**src/rtl/irq_csr_pkg.sv**
```systemverilog
package irq_csr_pkg;
  // default bit positions of the interrupt lines inside each register
  localparam int unsigned DEF_XLEN      = 32;
  localparam int unsigned DEF_POS_SSW   = 1;
  localparam int unsigned DEF_POS_MSW   = 3;
  localparam int unsigned DEF_POS_STMR  = 5;
  localparam int unsigned DEF_POS_MTMR  = 7;
  localparam int unsigned DEF_POS_SEXT  = 9;
  localparam int unsigned DEF_POS_COPR  = 12;
endpackage

```
**src/rtl/irq_warl_reg.sv**
```systemverilog
// Masked register with a primary full write port and a secondary write port
// that only reaches bits selected at run time. Non-mask bits are constant 0.
module irq_warl_reg #(
  parameter int unsigned     W    = 32,
  parameter logic [W-1:0]    MASK = '0
) (
  input  logic         clk,
  input  logic         rst_n,
  input  logic         pri_we,
  input  logic [W-1:0] pri_wdata,
  input  logic         sec_we,
  input  logic [W-1:0] sec_wdata,
  input  logic [W-1:0] sec_sel,
  output logic [W-1:0] q
);
  for (genvar i = 0; i < W; i++) begin : g_bit
    if (MASK[i]) begin : g_live
      logic bit_q;
      logic bit_d;
      logic bit_en;
      always_comb begin
        bit_en = pri_we | (sec_we & sec_sel[i]);
        bit_d  = pri_we ? pri_wdata[i] : sec_wdata[i];
      end
      always_ff @(posedge clk or negedge rst_n) begin
        if (!rst_n)      bit_q <= 1'b0;
        else if (bit_en) bit_q <= bit_d;
      end
      assign q[i] = bit_q;
    end else begin : g_tied
      assign q[i] = 1'b0;
    end
  end
endmodule

```
**src/rtl/irq_pend.sv**
```systemverilog
// Pending register: software-writable bits plus sampled external sources.
module irq_pend #(
  parameter int unsigned  W        = 32,
  parameter logic [W-1:0] SW_MASK  = '0,
  parameter int unsigned  POS_MSW  = 3,
  parameter int unsigned  POS_MTMR = 7,
  parameter int unsigned  POS_SEXT = 9
) (
  input  logic         clk,
  input  logic         rst_n,
  input  logic         m_we,
  input  logic [W-1:0] m_wdata,
  input  logic         s_we,
  input  logic [W-1:0] s_wdata,
  input  logic [W-1:0] deleg,
  input  logic         src_msw,
  input  logic         src_mtimer,
  input  logic         src_sext,
  output logic [W-1:0] pend,
  output logic         irq
);
  localparam logic [W-1:0] ONE = {{(W-1){1'b0}}, 1'b1};

  logic [W-1:0] sw_q;
  logic [2:0]   ext_q;
  logic [2:0]   ext_d;
  logic [W-1:0] ext_vec;

  irq_warl_reg #(.W(W), .MASK(SW_MASK)) u_sw (
    .clk       (clk),
    .rst_n     (rst_n),
    .pri_we    (m_we),
    .pri_wdata (m_wdata),
    .sec_we    (s_we),
    .sec_wdata (s_wdata),
    .sec_sel   (deleg),
    .q         (sw_q)
  );

  always_comb ext_d = {src_sext, src_mtimer, src_msw};

  always_ff @(posedge clk or negedge rst_n) begin
    if (!rst_n) ext_q <= 3'b000;
    else        ext_q <= ext_d;
  end

  always_comb begin
    ext_vec = '0;
    if (ext_q[0]) ext_vec = ext_vec | (ONE << POS_MSW);
    if (ext_q[1]) ext_vec = ext_vec | (ONE << POS_MTMR);
    if (ext_q[2]) ext_vec = ext_vec | (ONE << POS_SEXT);
    pend = sw_q | ext_vec;
    irq  = |pend;
  end

  // external bits follow the sources with one cycle of latency
  a_r5_ext_follow: assert property (@(posedge clk) disable iff (!rst_n)
    $past(rst_n) |-> (pend[POS_MTMR] == $past(src_mtimer)) &&
                     (pend[POS_MSW]  == $past(src_msw)) &&
                     (pend[POS_SEXT] == $past(src_sext)));
endmodule

```
**src/rtl/irq_csr_top.sv**
```systemverilog
module irq_csr_top
  import irq_csr_pkg::*;
#(
  parameter int unsigned XLEN     = DEF_XLEN,
  parameter int unsigned POS_SSW  = DEF_POS_SSW,
  parameter int unsigned POS_MSW  = DEF_POS_MSW,
  parameter int unsigned POS_STMR = DEF_POS_STMR,
  parameter int unsigned POS_MTMR = DEF_POS_MTMR,
  parameter int unsigned POS_SEXT = DEF_POS_SEXT,
  parameter int unsigned POS_COPR = DEF_POS_COPR
) (
  input  logic            clk,
  input  logic            rst_n,
  input  logic            m_en_we,
  input  logic [XLEN-1:0] m_en_wdata,
  input  logic            s_en_we,
  input  logic [XLEN-1:0] s_en_wdata,
  input  logic            m_pend_we,
  input  logic [XLEN-1:0] m_pend_wdata,
  input  logic            s_pend_we,
  input  logic [XLEN-1:0] s_pend_wdata,
  input  logic            deleg_we,
  input  logic [XLEN-1:0] deleg_wdata,
  input  logic            src_msw,
  input  logic            src_mtimer,
  input  logic            src_sext,
  output logic [XLEN-1:0] m_en_rdata,
  output logic [XLEN-1:0] s_en_rdata,
  output logic [XLEN-1:0] m_pend_rdata,
  output logic [XLEN-1:0] s_pend_rdata,
  output logic [XLEN-1:0] deleg_rdata,
  output logic            irq_o
);
  localparam logic [XLEN-1:0] ONE        = {{(XLEN-1){1'b0}}, 1'b1};
  localparam logic [XLEN-1:0] SW_MASK    = (ONE << POS_SSW) | (ONE << POS_STMR);
  localparam logic [XLEN-1:0] DELEG_MASK = SW_MASK | (ONE << POS_SEXT) | (ONE << POS_COPR);
  localparam logic [XLEN-1:0] EN_MASK    = DELEG_MASK | (ONE << POS_MSW) | (ONE << POS_MTMR);
  localparam logic [XLEN-1:0] ZERO       = '0;

  logic [XLEN-1:0] en_q;
  logic [XLEN-1:0] deleg_q;
  logic [XLEN-1:0] pend_q;
  logic            irq_raw;

  irq_warl_reg #(.W(XLEN), .MASK(DELEG_MASK)) u_deleg (
    .clk       (clk),
    .rst_n     (rst_n),
    .pri_we    (deleg_we),
    .pri_wdata (deleg_wdata),
    .sec_we    (1'b0),
    .sec_wdata (ZERO),
    .sec_sel   (ZERO),
    .q         (deleg_q)
  );

  irq_warl_reg #(.W(XLEN), .MASK(EN_MASK)) u_en (
    .clk       (clk),
    .rst_n     (rst_n),
    .pri_we    (m_en_we),
    .pri_wdata (m_en_wdata),
    .sec_we    (s_en_we),
    .sec_wdata (s_en_wdata),
    .sec_sel   (deleg_q),
    .q         (en_q)
  );

  irq_pend #(
    .W(XLEN), .SW_MASK(SW_MASK),
    .POS_MSW(POS_MSW), .POS_MTMR(POS_MTMR), .POS_SEXT(POS_SEXT)
  ) u_pend (
    .clk        (clk),
    .rst_n      (rst_n),
    .m_we       (m_pend_we),
    .m_wdata    (m_pend_wdata),
    .s_we       (s_pend_we),
    .s_wdata    (s_pend_wdata),
    .deleg      (deleg_q),
    .src_msw    (src_msw),
    .src_mtimer (src_mtimer),
    .src_sext   (src_sext),
    .pend       (pend_q),
    .irq        (irq_raw)
  );

  // supervisor views are derived, not stored
  always_comb begin
    m_en_rdata   = en_q;
    deleg_rdata  = deleg_q;
    m_pend_rdata = pend_q;
    s_en_rdata   = en_q & deleg_q;
    s_pend_rdata = pend_q & deleg_q;
    irq_o        = irq_raw;
  end

  // delegation keeps only the delegable bits of a write
  a_r2_deleg_write: assert property (@(posedge clk) disable iff (!rst_n)
    deleg_we |=> deleg_rdata == ($past(deleg_wdata) & DELEG_MASK));

  // machine enable write stores masked data, beating a supervisor write
  a_r3_en_write: assert property (@(posedge clk) disable iff (!rst_n)
    m_en_we |=> m_en_rdata == ($past(m_en_wdata) & EN_MASK));

  // machine pending write sets exactly the software bits
  a_r4_pend_write: assert property (@(posedge clk) disable iff (!rst_n)
    m_pend_we |=> (m_pend_rdata & SW_MASK) == ($past(m_pend_wdata) & SW_MASK));

  // supervisor enable write leaves undelegated bits alone
  a_r7_s_en_keep: assert property (@(posedge clk) disable iff (!rst_n)
    (s_en_we && !m_en_we) |=>
      ((m_en_rdata ^ $past(m_en_rdata)) & ~$past(deleg_rdata)) == ZERO);

  // any visible supervisor pending bit implies a request
  a_r9_irq_cover: assert property (@(posedge clk) disable iff (!rst_n)
    (s_pend_rdata != ZERO) |-> irq_o);
endmodule

```
**config.mk**
```make
export PLATFORM = sky130hd
export DESIGN_NAME = irq_csr_top
export DESIGN_NICKNAME = d
export VERILOG_FILES = /design/src/rtl/irq_csr_pkg.sv /design/src/rtl/irq_warl_reg.sv /design/src/rtl/irq_pend.sv /design/src/rtl/irq_csr_top.sv
export SDC_FILE = /design/constraint.sdc
export NUM_CORES = 1
export LEC_CHECK = 0
export ABC_AREA = 1
export BUFFER_PORTS_ARGS = -buffer_cell sky130_fd_sc_hd__buf_2
export CORE_AREA = 5 5 126 128
export DETAILED_ROUTE_END_ITERATION = 8
export DIE_AREA = 0 0 131 133
export PLACE_DENSITY_LB_ADDON = 0.3
export SLEW_MARGIN = 5
export SYNTH_ARGS = -nofsm -noshare
export SYNTH_HDL_FRONTEND = slang
export SYNTH_SLANG_ARGS = --single-unit
```
**constraint.sdc**
```tcl
create_clock -name clk -period 0.8 [get_ports clk]
set_input_delay 0.08 -clock clk [delete_from_list [all_inputs] [get_ports clk]]
set_output_delay 0.08 -clock clk [all_outputs]
set_load 0.03 [all_outputs]
```
-- Word level (Yosys, flattened, before mapping)
Index checks and enable logic that the tools add are counted.
- output and inout port bits: 161
- word-level logic and storage cells: 38
- input bits: 170
- register bits after elaboration: 15
- muxes and demuxes: 9
- bitwise operators: 15
- reductions and logical operators: 1
- operator list (operator ; count):
    32-bit by 13-bit AND with 32-bit output ; 1
    6-bit by 32-bit OR with 32-bit output ; 1
    32-bit OR reduction ; 1
    13-bit AND ; 1
    10-bit 2-to-1 mux ; 1
    8-bit 2-to-1 mux ; 1
    1-bit AND ; 6
    1-bit 2-to-1 mux ; 6
    1-bit OR ; 6
    4-bit 2-to-1 mux ; 1

-- Depth between registers and ports, before layout
Gate-level depths: netlist of run 1.
- depth after elaboration: 5
- mapped depth: 5
- gate-level depth less buffers: 5

-- By module
From an unflattened synthesis of run 1, not the netlist that was laid out.
- cells, all modules: 376
- area total of the unflattened synthesis: 2147.1 um^2
- modules (own cells, without submodules) (module ; seq. area each (um^2) ; cells each ; area an instance (um^2) ; times used):
    irq_warl_reg at u_en ; 150.1 ; 89 ; 596.8 ; 1
    irq_warl_reg at u_deleg ; 100.1 ; 71 ; 489.2 ; 1
    irq_csr_top ; 0.0 ; 129 ; 484.2 ; 1
    irq_warl_reg at u_pend.u_sw ; 50.0 ; 52 ; 360.3 ; 1
    irq_pend ; 75.1 ; 35 ; 216.5 ; 1

-- Worst setup path after synthesis of run 1
OpenSTA, ideal clock, no wires.
- path type: register to output
- start point: register u_pend.ext_q[1]
- end point: output port irq_o
- path slack: -0.155 ns
- arrival time: 0.875 ns
- required time: 0.720 ns
- buffers on the path: 0
- stages on the path, launching flop included: 3
- cells stage by stage: dfrtp_1 > nor3_1 > nand2_1
- word-level cells in the longest chain between the ends: 4
- ends and longest elaborated chain (what ; line ; source):
    start, declared ; irq_pend.sv:25 ; logic [2:0] ext_q;
    start signal, assigned ; irq_pend.sv:44 ; else ext_q <= ext_d;
    8-bit 2-to-1 mux ; irq_pend.sv:50 ; if (ext_q[1]) ext_vec = ext_vec | (ONE << POS_MTMR);
    10-bit 2-to-1 mux ; irq_pend.sv:51 ; if (ext_q[2]) ext_vec = ext_vec | (ONE << POS_SEXT);
    6-bit by 32-bit OR with 32-bit output ; irq_pend.sv:52 ; pend = sw_q | ext_vec;
    32-bit OR reduction ; irq_pend.sv:53 ; irq = |pend;
    end, declared ; irq_csr_top.sv:32 ; output logic irq_o
No other way between the ends.

-- Worst setup path in the final report of run 1
- start point: register u_pend.u_sw.g_bit[1].g_live.bit_q
- end point: output port irq_o
- word-level cells in the longest chain between the ends: 2
- ends and longest elaborated chain (what ; line ; source):
    start, declared ; irq_warl_reg.sv:18 ; logic bit_q;
    start signal, assigned ; irq_warl_reg.sv:27 ; else if (bit_en) bit_q <= bit_d;
    6-bit by 32-bit OR with 32-bit output ; irq_pend.sv:52 ;
    32-bit OR reduction ; irq_pend.sv:53 ;
No other way between the ends.

==> results of run 1 <==
-- per-stage QoR --
stage,utilization,total power (uW),hold WS (ns)
after floorplan,-,2710,-0.216
after global placement,0.118,2390,0.0344
after detailed placement,0.118,2380,0.0283
after CTS,0.144,3670,0.0396
after global routing,0.151,3930,0.0545
final,0.151,3740,0.0421
-- critical path: stages, from the launching register on --
cell and delay (ns):
sky130_fd_sc_hd__dfrtp_2 0.43, sky130_fd_sc_hd__nor3_2 0.18, sky130_fd_sc_hd__nand2_2 0.07, sky130_fd_sc_hd__buf_6 0.14
-- sequential cells by signal, indices dropped and copies added (netlist names) --
register,count
u_deleg.g_bit.g_live.bit_q,4
u_pend.ext_q,3
u_pend.u_sw.g_bit.g_live.bit_q,2
u_en.g_bit.g_live.bit_q,6
-- area by class of cell --
cell class,instances,share of cell area
inverters,13,0.0219
flip-flops and latches,15,0.172
multi-input cells,210,0.393
clock buffers,4,0.0354
repair buffers,72,0.272
well taps,188,0.105
-- power by group --
group	internal, uW	switching [uW]	leakage (uW)
combinational	454	1340	0.00110
clock	676	317	0.0000382
sequential	838	109	0.000174
-- logic make-up (layout without fill, tap and decap cells) --
family | count (synthesis) | after routing | synth area share
flip-flops | 15 | 15 | 0.203
AND/OR/NAND/NOR | 68 | 68 | 0.143
other | 1 | 138 | 0.00203
buffers and inverters | 164 | 89 | 0.641
AO/OA/AOI/OAI | 4 | 4 | 0.0108
-- path summary, 6_finish.rpt --
kind	slack [ns]	endpoint
setup / recovery	-0.34	irq_o
hold / removal	0.04	u_deleg.g_bit[9].g_live.bit_q
setup reg to reg	-0.25	u_en.g_bit[1].g_live.bit_q
hold reg to reg	0.49	u_en.g_bit[7].g_live.bit_q
max in group asynchronous	0.20	u_deleg.g_bit[5].g_live.bit_q
min in group asynchronous	0.30	u_en.g_bit[3].g_live.bit_q
-- layout by cell type, fill, tap and decap left out, types with 2 or more instances in the layout --
master,instances
sky130_fd_sc_hd__buf_2,27
sky130_fd_sc_hd__buf_4,8
sky130_fd_sc_hd__buf_6,33
sky130_fd_sc_hd__clkbuf_16,3
sky130_fd_sc_hd__conb_1,138
sky130_fd_sc_hd__dfrtp_1,8
sky130_fd_sc_hd__dfrtp_2,7
sky130_fd_sc_hd__dlygate4sd3_1,4
sky130_fd_sc_hd__inv_1,6
sky130_fd_sc_hd__inv_2,7
sky130_fd_sc_hd__nand2_1,44
sky130_fd_sc_hd__nand2_2,11
sky130_fd_sc_hd__nand2_4,5
sky130_fd_sc_hd__nand3_1,6
sky130_fd_sc_hd__o21ai_1,2
-- routing by layer --
metal	wire [microns]	vias up	GRT usage
met1	1640	529	0.0534
li1	-	595	-
met4	23	0	0.00857
met3	735	2	0.0198
met2	1990	107	0.0646
met5	0	-	0
-- repair_timing --
action,CTS,global route
cloned,0,0
setup buffers,12,5
gates resized for setup,60,34
hold endpoints to repair,18,0
pin swaps,3,8
hold buffers,4,0
endpoints found under the setup margin,30,32
==> insert_results.sql, run 1 <==
INSERT INTO impl_metrics (metric_group, metric, value, unit) VALUES
('place', 'detailedPlacementHpwl', '3650', 'microns'),
('sta', 'setup-violations-final', '31', ''),
('floorplan', 'die_area', '17400', 'sq um'),
('critical_path', 'path_class', 'reg2out', ''),
('place', 'dp_worst_setup_slack', '-0.152', 'ns'),
('place', 'port_buffers', '50', ''),
('yosys', 'largest_area_contributor_in_the_synthesized_netlist', 'sky130_fd_sc_hd__buf_4', ''),
('floorplan', 'top_level_pins', '331', ''),
('yosys', 'mean_instance_size_in_the_synthesized_netlist', '7.34', 'sq um'),
('yosys', 'synth.yosys.warnings', '0', ''),
('layout', 'post_route_cells_drive_above_1_share', '0.328', ''),
('sta', 'report.final.hold_viol_count', '0', ''),
('layout', 'layoutNonFillerInstCount', '502', ''),
('place', 'dpl.cell_count', '479', ''),
('sta', 'finalCritPeriodShare', '1.43', ''),
('clocking', 'cts-htree-levels', '1', ''),
('hold_path', 'min-delay-start', 'deleg_wdata[9]', ''),
('clocking', 'clkSinkCount', '15', ''),
('power_and_ir_drop', 'power.density_cell_area', '1680', 'nW/um^2'),
('layout', 'nets', '485', ''),
('layout', 'layout.area.seq', '384', 'sq um'),
('floorplan', 'die_x', '131', 'microns'),
('yosys', 'synth.cell_area', '1850', 'sq um'),
('drt', 'drt_wl_total', '4380', 'microns'),
('yosys', 'postSynth.asyncResetShare', '1.00', ''),
('grt', 'grt_max_degree', '16', ''),
('layout', 'area_of_combinational_cells_with_multiple_inputs', '876', 'sq um'),
('sta', 'timing.final.ws_setup', '-0.342', 'ns'),
('floorplan', 'start_util', '0.125', ''),
('yosys', 'yosysMostFrequentCell', 'sky130_fd_sc_hd__buf_4', ''),
('critical_path', 'r2r.worst_path.cells', '6', ''),
('floorplan', 'core_area', '14800', 'sq um'),
('outcome', 'outcome', 'finished with violations', ''),
('yosys', 'syn_inst', '252', ''),
('floorplan', 'rows', '45', ''),
('hold_path', 'hold_path.class', 'in2reg', ''),
('yosys', 'seq_area_frac_synth', '0.203', ''),
('grt', 'grt_first_pass_wirelength', '5590', 'microns'),
('drt', 'vias_per_cell', '2.46', ''),
('yosys', 'postSynth.topFlopCell', 'sky130_fd_sc_hd__dfrtp_1', ''),
('sta', 'post-route-min-period', '1.14', 'ns'),
('grt', 'vias_in_the_first_global_route', '1038', ''),
('critical_path', 'critPathRequiredTime', '0.72', 'ns'),
('critical_path', 'worst_r2r_startpoint', 'u_deleg.g_bit[1].g_live.bit_q', ''),
('outcome', 'violations', 'negative setup slack', ''),
('layout', 'stdcell_area', '2230', 'sq um'),
('critical_path', 'crit_arrival', '1.06', 'ns'),
('yosys', 'synth.ff_latch_count', '15', ''),
('place', 'routabilityCongestion', '0.677', ''),
('yosys', 'synth_cell_type_count', '11', ''),
('place', 'placed_cell_area', '1740', 'sq um'),
('sta', 'clock_skew', '0.000825', 'ns'),
('layout', 'area_growth', '20.6', '%'),
('clocking', 'cts_tree', 'yes', ''),
('hold_path', 'min_path_cells', '3', ''),
('yosys', 'number_of_enable_type_register_cells_in_the_synthesized_netlist', '0', ''),
('critical_path', 'crit_path_end_kind', 'primary output', ''),
('grt', 'grt_antenna_before_repair', '0', ''),
('floorplan', 'die_h', '133', 'microns'),
('layout', 'filler_cell_count', '1729', ''),
('clocking', 'clockRootBuffer', 'sky130_fd_sc_hd__clkbuf_16', ''),
('sta', 'clock.fmax', '0.876', 'GHz'),
('run', 'maxCapViolations', '0', ''),
('drt', 'via_count_of_the_routed_design', '1233', ''),
('yosys', 'synth_top_cells_by_area', 'sky130_fd_sc_hd__buf_4, sky130_fd_sc_hd__dfrtp_1, sky130_fd_sc_hd__nand2_1', ''),
('critical_path', 'timing.critical_path.fanout_max', '4', ''),
('drt', 'drtIter0Drc', '34', ''),
('yosys', 'synth_largest_type_area_fraction', '0.609', ''),
('drt', 'antenna_left', '0', ''),
('grt', 'grt_util_all_layers', '0.0419', ''),
('drt', 'detailedRoute.firstPassIterationCount', '2', '');
No activity file was read; power rests on OpenSTA's default activity.
==> run 2, diff against run 1 <==
--- a/config.mk
+++ b/config.mk
@@ -7,9 +7,9 @@
 export LEC_CHECK = 0
 export ABC_AREA = 1
 export BUFFER_PORTS_ARGS = -buffer_cell sky130_fd_sc_hd__buf_2
-export CORE_AREA = 5 5 126 128
+export CORE_AREA = 5 5 124 126
 export DETAILED_ROUTE_END_ITERATION = 8
-export DIE_AREA = 0 0 131 133
+export DIE_AREA = 0 0 129 131
 export PLACE_DENSITY_LB_ADDON = 0.3
 export SLEW_MARGIN = 5
 export SYNTH_ARGS = -nofsm -noshare
==> constraint.sdc (replaced) <==
create_clock -name clk -period 1.2 [get_ports clk]
set_input_delay 0.12 -clock clk [delete_from_list [all_inputs] [get_ports clk]]
set_output_delay 0.12 -clock clk [all_outputs]
set_load 0.03 [all_outputs]
==> insert_results.sql, run 2 (synthesis gave the netlist of run 1 again) <==
INSERT INTO impl_metrics (metric_group, metric, value, unit) VALUES
('layout', 'layout_commonest_cell', 'sky130_fd_sc_hd__conb_1', ''),
('drt', 'drcViolationCount', '0', ''),
('layout', 'final_cell_mix', 'sky130_fd_sc_hd__conb_1, sky130_fd_sc_hd__nand2_1, sky130_fd_sc_hd__buf_2', ''),
('critical_path', 'crit_arrival', '1.05', 'ns'),
('critical_path', 'critical_path_s_top_delay_family', 'flip-flops', ''),
('sta', 'fin_hold_ws', '0.0748', 'ns'),
('layout', 'layoutNonFillerInstCount', '483', ''),
('grt', 'globalRoute.totalOverflow', '0', ''),
('drt', 'antenna_left', '0', ''),
('clocking', 'clockRootBuffer', 'sky130_fd_sc_hd__clkbuf_16', ''),
('hold_path', 'min_path_cells', '3', ''),
('critical_path', 'crit_path_end_kind', 'primary output', ''),
('critical_path', 'critPathRequiredTime', '1.08', 'ns'),
('clocking', 'cts-buffers-inserted', '3', ''),
('floorplan', 'start_util', '0.130', ''),
('critical_path', 'worstPathBufferInverterCount', '1', ''),
('drt', 'via_count_of_the_routed_design', '1165', ''),
('layout', 'diodes', '0', ''),
('critical_path', 'timing.critical_path.fanout_max', '2', ''),
('floorplan', 'die_h', '131', 'microns'),
('sta', 'post-route-min-period', '1.17', 'ns'),
('floorplan', 'die_x', '129', 'microns'),
('run', 'maxCapViolations', '0', ''),
('grt', 'grt_util_all_layers', '0.0404', ''),
('place', 'routabilityCongestion', '0.699', ''),
('critical_path', 'crit_path_max_incr_delay', '0.38', 'ns'),
('outcome', 'outcome', 'finished, final reports clean', ''),
('power_and_ir_drop', 'vdd_ir_drop_max', '0.356', 'mV'),
('layout', 'layout.area.seq', '379', 'sq um'),
('place', 'detailedPlacementHpwl', '3460', 'microns'),
('critical_path', 'crit_chain', 'nor3_1, nand2_1, buf_4', ''),
('power_and_ir_drop', 'leakage_power_figure', '0.00117', 'uW'),
('sta', 'finalCritPeriodShare', '0.978', ''),
('sta', 'setup-violations-final', '0', ''),
('grt', 'vias_in_the_first_global_route', '981', ''),
('grt', 'grt_antenna_before_repair', '0', ''),
('hold_path', 'hold_path.class', 'in2reg', ''),
('drt', 'average_detailed_routed_wire_length_per_instance', '8.46', 'microns'),
('floorplan', 'die_area', '16900', 'sq um'),
('hold_path', 'min-delay-start', 'deleg_wdata[12]', ''),
('sta', 'clock.fmax', '0.852', 'GHz'),
('clocking', 'clkTransAtPathRegs', '0.06', 'ns'),
('floorplan', 'top_level_pins', '331', ''),
('critical_path', 'worst_r2r_endpoint', 'u_en.g_bit[5].g_live.bit_q', ''),
('clocking', 'cts-htree-levels', '1', ''),
('drt', 'detailedRoute.firstPassIterationCount', '4', ''),
('critical_path', 'regToRegSetupSlack', '0.24', 'ns'),
('power_and_ir_drop', 'power.density_cell_area', '1230', 'nW/um^2'),
('layout', 'largestRegisters', 'u_en.g_bit.g_live.bit_q (6), u_deleg.g_bit.g_live.bit_q (4), u_pend.ext_q (3)', ''),
('grt', 'grt_first_pass_wirelength', '5000', 'microns'),
('layout', 'nets', '470', ''),
('clocking', 'clock_latency', '0.25', 'ns'),
('layout', 'area_growth', '0.338', '%'),
('critical_path', 'crit_path_start_kind', 'register', ''),
('sta', 'slew_viol_final', '0', ''),
('layout', 'post_route_cells_drive_above_1_share', '0.204', ''),
('place', 'port_buffers', '50', ''),
('critical_path', 'r2r.worst_path.cells', '5', ''),
('drt', 'drtIter0Drc', '16', ''),
('sta', 'report.final.hold_viol_count', '0', ''),
('floorplan', 'rows', '44', ''),
('clocking', 'max-clock-path-buffers', '2', ''),
('layout', 'postLayoutCoreUtil', '0.131', ''),
('floorplan', 'core_area', '14200', 'sq um'),
('layout', 'area_of_combinational_cells_with_multiple_inputs', '802', 'sq um'),
('drt', 'drt_wl_total', '4090', 'microns'),
('critical_path', 'cpMaxStageDelayCell', 'sky130_fd_sc_hd__dfrtp_1', ''),
('layout', 'max_reg_flops', '6', ''),
('clocking', 'cts_tree', 'yes', ''),
('hold_path', 'whs_endpoint', 'u_deleg.g_bit[12].g_live.bit_q', ''),
('clocking', 'clkSinkCount', '15', ''),
('critical_path', 'path_class', 'reg2out', ''),
('layout', 'largest-register', 'u_en.g_bit.g_live.bit_q', ''),
('critical_path', 'timing.critical_path.from', 'u_pend.ext_q[0]', ''),
('drt', 'vias_per_cell', '2.41', ''),
('critical_path', 'worst_r2r_startpoint', 'u_deleg.g_bit[5].g_live.bit_q', ''),
('layout', 'filler_cell_count', '1673', ''),
('sta', 'clock_skew', '0.00548', 'ns'),
('place', 'dpl.cell_count', '472', ''),
('grt', 'grt_max_degree', '16', '');
==> run 2: cell count changes in the layout (fill, tap and decap cells not counted), sizes merged <==
| cell | delta |
|---|---|
| clkinv | +1 |
| buf | -15 |
| clkbuf | -1 |
==> run 2: area by class of cell <==
class	count	share of cell area
clock inverters	1	0.00270
flip-flops and latches	15	0.204
multi-input cells	210	0.432
inverters	13	0.0263
well taps	184	0.124
repair buffers	57	0.170
clock buffers	3	0.0405
==> run 2: per-stage QoR <==
| stage | power, uW | setup TNS, ns | setup WS, ns | area, sq um |
|---|---|---|---|---|
| floorplan | 1810 | 0 | 0.205 | 2360 |
| global placement | 1580 | 0 | 0.216 | 1710 |
| detailed placement | 1570 | 0 | 0.223 | 1710 |
| CTS | 2320 | 0 | 0.000535 | 1840 |
| global route | 2430 | -0.00181 | -0.00181 | 1860 |
| finish | 2280 | 0 | 0.0269 | 1860 |
==> run 2: worst reg2reg max path: stages (launching register included) <==
cell and delay [ns]:
sky130_fd_sc_hd__dfrtp_2 0.46, sky130_fd_sc_hd__buf_4 0.16, sky130_fd_sc_hd__nand2_1 0.07, sky130_fd_sc_hd__nand2_1 0.05
sky130_fd_sc_hd__nand2_1 0.06, sky130_fd_sc_hd__nand2_1 0.05
==> run 2: how the worst max path moves through the flow <==
stage	end	slack [ns]	cells after the start
2_1_floorplan	irq_o	0.20	2
3_3_place_gp	s_pend_rdata[5]	0.22	3
3_5_place_dp	s_en_rdata[5]	0.22	3
4_1_cts	s_en_rdata[9]	0.0005	3
5_1_grt	s_en_rdata[1]	-0.002	3
6_report	irq_o	0.03	3
==> run 2: repair_timing <==
action	CTS	global route
cloned	0	0
hold endpoints to repair	18	0
setup buffers	1	2
hold buffers	4	0
endpoints found under the setup margin	6	5
pin swaps	1	0
gates resized for setup	3	1
==> run 2: where the power goes <==
| group | total, uW | switching (uW) | internal [uW] |
|---|---|---|---|
| sequential | 610 | 53.3 | 556 |
| clock | 686 | 239 | 447 |
| combinational | 984 | 845 | 139 |
| total | 2280 | 1140 | 1140 |
==> run 2: metal layers <==
layer  share of wire  wire [microns]  global-route usage
met1            0.38            1560              0.0500
met2            0.44            1810              0.0628
met3            0.17             712              0.0232
met4          0.0020               8             0.00556
met5               0               0                   0
==> run 3, diff against run 2 <==
--- a/config.mk
+++ b/config.mk
@@ -7,11 +7,12 @@
 export LEC_CHECK = 0
 export ABC_AREA = 1
 export BUFFER_PORTS_ARGS = -buffer_cell sky130_fd_sc_hd__buf_2
-export CORE_AREA = 5 5 124 126
+export CORE_AREA = 5 5 127 129
 export DETAILED_ROUTE_END_ITERATION = 8
-export DIE_AREA = 0 0 129 131
+export DIE_AREA = 0 0 132 134
 export PLACE_DENSITY_LB_ADDON = 0.3
 export SLEW_MARGIN = 5
 export SYNTH_ARGS = -nofsm -noshare
 export SYNTH_HDL_FRONTEND = slang
+export SYNTH_HIERARCHICAL = 1
 export SYNTH_SLANG_ARGS = --single-unit
==> insert_results.sql, run 3 <==
INSERT INTO impl_metrics (metric_group, metric, value, unit) VALUES
('sta', 'finalCritPeriodShare', '1.17', ''),
('floorplan', 'die_h', '134', 'microns'),
('sta', 'clock_skew', '0.000368', 'ns'),
('clocking', 'cts-buffers-inserted', '3', ''),
('power_and_ir_drop', 'share_seq_of_total_power', '0.244', ''),
('yosys', 'synth_top_cells_by_area', 'sky130_fd_sc_hd__buf_4, sky130_fd_sc_hd__nand2_1, sky130_fd_sc_hd__dfrtp_1', ''),
('critical_path', 'crit_path_start_kind', 'register', ''),
('yosys', 'synth.yosys.warnings', '6', ''),
('grt', 'grt_max_degree', '19', ''),
('layout', 'layout_commonest_cell', 'sky130_fd_sc_hd__nand2_1', ''),
('run', 'maxCapViolations', '0', ''),
('layout', 'max_reg_flops', '6', ''),
('yosys', 'postSynth.asyncResetShare', '1.00', ''),
('clocking', 'clkSinkCount', '15', ''),
('yosys', 'postSynth.topFlopCell', 'sky130_fd_sc_hd__dfrtp_1', ''),
('sta', 'tns', '-0.241', 'ns'),
('yosys', 'number_of_enable_type_register_cells_in_the_synthesized_netlist', '0', ''),
('outcome', 'violations', 'negative setup slack', ''),
('floorplan', 'core_area', '14900', 'sq um'),
('drt', 'drtIter0Drc', '23', ''),
('clocking', 'clock_latency', '0.24', 'ns'),
('place', 'routabilityCongestion', '0.706', ''),
('drt', 'vias_per_cell', '3.09', ''),
('critical_path', 'cpMaxStageDelayCell', 'sky130_fd_sc_hd__dfrtp_1', ''),
('yosys', 'seq_area_frac_synth', '0.175', ''),
('power_and_ir_drop', 'p_switching', '1300', 'uW'),
('place', 'detailedPlacementHpwl', '6130', 'microns'),
('power_and_ir_drop', 'combPwrFrac', '0.500', ''),
('power_and_ir_drop', 'p_clk_frac', '0.255', ''),
('layout', 'area_growth', '14.3', '%'),
('grt', 'grt_first_pass_wirelength', '10100', 'microns'),
('drt', 'antenna_left', '0', ''),
('drt', 'drcViolationCount', '0', ''),
('sta', 'timing.final.ws_setup', '-0.204', 'ns'),
('power_and_ir_drop', 'vdd_ir_drop_max', '0.339', 'mV'),
('hold_path', 'hold_path.class', 'in2reg', ''),
('clocking', 'clkTransAtPathRegs', '0.05', 'ns'),
('yosys', 'yosysMostFrequentCell', 'sky130_fd_sc_hd__nand2_1', ''),
('yosys', 'synth_cell_type_count', '14', ''),
('sta', 'clock.fmax', '0.712', 'GHz'),
('sta', 'setup-violations-final', '2', ''),
('drt', 'average_detailed_routed_wire_length_per_instance', '10.8', 'microns'),
('power_and_ir_drop', 'cell_internal_pwr', '1240', 'uW'),
('grt', 'grt_antenna_before_repair', '0', ''),
('critical_path', 'critPathRequiredTime', '1.08', 'ns'),
('sta', 'post-route-min-period', '1.40', 'ns'),
('yosys', 'largest_area_contributor_in_the_synthesized_netlist', 'sky130_fd_sc_hd__buf_4', ''),
('sta', 'rsz_0062_raised_after_global_routing', 'yes', ''),
('grt', 'globalRoute.totalOverflow', '0', ''),
('layout', 'postLayoutCoreUtil', '0.164', ''),
('yosys', 'synth.cell_area', '2150', 'sq um'),
('place', 'port_buffers', '52', ''),
('floorplan', 'die_area', '17700', 'sq um'),
('power_and_ir_drop', 'power.density_cell_area', '1040', 'nW/um^2'),
('floorplan', 'rows', '45', ''),
('power_and_ir_drop', 'leakage_power_figure', '0.00180', 'uW'),
('floorplan', 'start_util', '0.144', ''),
('yosys', 'synth_top_cells_by_count', 'sky130_fd_sc_hd__nand2_1, sky130_fd_sc_hd__buf_4, sky130_fd_sc_hd__inv_1', ''),
('grt', 'grt_util_all_layers', '0.0712', ''),
('floorplan', 'die_x', '132', 'microns'),
('sta', 'report.final.hold_viol_count', '0', ''),
('drt', 'detailedRoute.firstPassIterationCount', '4', ''),
('layout', 'largestRegisters', 'u_en/g_bit.g_live.bit_q (6), u_deleg/g_bit.g_live.bit_q (4), u_pend/ext_q (3)', ''),
('critical_path', 'crit_chain', 'nor2_2, nand2_2, nor2_4, nand2_2, nor2_2, nand2_1, buf_6', ''),
('yosys', 'mean_instance_size_in_the_synthesized_netlist', '5.71', 'sq um'),
('floorplan', 'top_level_pins', '331', ''),
('clocking', 'cts_tree', 'yes', ''),
('grt', 'vias_in_the_first_global_route', '1907', ''),
('layout', 'largest-register', 'u_en/g_bit.g_live.bit_q', ''),
('layout', 'final_cell_mix', 'sky130_fd_sc_hd__nand2_1, sky130_fd_sc_hd__conb_1, sky130_fd_sc_hd__inv_1', ''),
('yosys', 'syn_inst', '376', ''),
('critical_path', 'crit_path_max_incr_delay', '0.37', 'ns'),
('critical_path', 'crit_path_end_kind', 'primary output', ''),
('clocking', 'max-clock-path-buffers', '2', ''),
('layout', 'post_route_cells_drive_above_1_share', '0.182', ''),
('drt', 'via_count_of_the_routed_design', '1920', ''),
('yosys', 'synth_largest_type_area_fraction', '0.336', ''),
('critical_path', 'timing.critical_path.fanout_max', '2', ''),
('critical_path', 'crit_arrival', '1.28', 'ns'),
('layout', 'diodes', '0', ''),
('drt', 'drt_wl_total', '6730', 'microns'),
('clocking', 'clockRootBuffer', 'sky130_fd_sc_hd__clkbuf_16', ''),
('layout', 'nets', '605', ''),
('yosys', 'synth.ff_latch_count', '15', ''),
('place', 'dp_worst_setup_slack', '-0.159', 'ns'),
('clocking', 'cts-htree-levels', '1', ''),
('outcome', 'outcome', 'finished with violations', ''),
('sta', 'slew_viol_final', '0', ''),
('power_and_ir_drop', 'power.switching_fraction', '0.512', ''),
('critical_path', 'path_class', 'reg2out', '');
## run 3: cell count changes in the layout (fill, tap and decap cells not counted), sizes merged, moves of 3 or more
| cell | previous run | this run |
|---|---|---|
| buf | 53 | 56 |
| nand4 | 0 | 3 |
| inv | 13 | 71 |
| nor2 | 1 | 20 |
| nand2 | 60 | 152 |
| o21ai | 4 | 0 |
| conb | 138 | 96 |
| nand3 | 6 | 12 |
## run 3: worst paths after layout
kind	start	to	slack (ns)	cells past startpoint
hold / removal	s_en_wdata[9]	u_en/g_bit[9].g_live.bit_q	0.17	5
setup reg to reg	u_deleg/g_bit[12].g_live.bit_q	u_en/g_bit[12].g_live.bit_q	0.37	4
hold reg to reg	u_en/g_bit[5].g_live.bit_q	u_en/g_bit[5].g_live.bit_q	0.54	2
min in group asynchronous	rst_n	u_en/g_bit[5].g_live.bit_q	0.32	2
setup / recovery	u_pend/ext_q[2]	irq_o	-0.20	7
max in group asynchronous	rst_n	u_deleg/g_bit[12].g_live.bit_q	0.59	2
## run 3: stage by stage
stage	total power, uW	hold slack (ns)	cells	cell area, sq um
finish	2550	0.166	622	2450
global route	2720	0.179	622	2450
detailed placement	1810	0.0728	614	2270
global placement	1820	0.0762	614	2270
CTS	2510	0.170	623	2440
floorplan	1890	-0.176	468	2490
## run 3: timing repair
item | CTS | global route
buffers inserted | 1 | 0
hold buffers | 4 | 0
setup endpoints to repair | 4 | 8
endpoints found under the hold margin | 18 | 0
pin swaps | 5 | 0
resized for setup | 14 | 13
## run 3: cell families (layout without fill, tap and decap cells)
logic type	count (synthesis)	count (layout)	share of synthesized area
other cells	4	96	0.00699
simple gates	188	188	0.348
buf+inv	169	135	0.470
flops	15	15	0.175
## run 3: metal layers
metal  wire, microns  GRT usage  up-vias
li1                -          -     1007
met1            2740     0.0831      786
met2            3300      0.130      123
met3             637     0.0206        4
met4              44     0.0137        0
met5               0          0        -
## run 3: critical path: cells and delay by family (launching register included)
family | cells | cell delay, ns
buf+inv | 1 | 0.14
flops | 1 | 0.37
simple gates | 6 | 0.53
## run 3: area by class of cell
| class | instances | area [sq um] |
|---|---|---|
| Inverter | 71 | 269 |
| Sequential cell | 15 | 379 |
| Timing Repair Buffer | 60 | 362 |
| Clock buffer | 4 | 78.8 |
| Fill cell | 1769 | 12500 |
| Multi-Input combinational cell | 284 | 1130 |
| Tap cell | 188 | 235 |
## run 3: power by group through the flow
stage | clock network (uW) | registers, uW | logic (uW)
6_report | 651 | 622 | 1270
5_1_grt | 700 | 635 | 1390
4_1_cts | 670 | 623 | 1210
3_5_place_dp | 0 | 629 | 1190
3_3_place_gp | 0 | 631 | 1190
2_1_floorplan | 0 | 589 | 1300
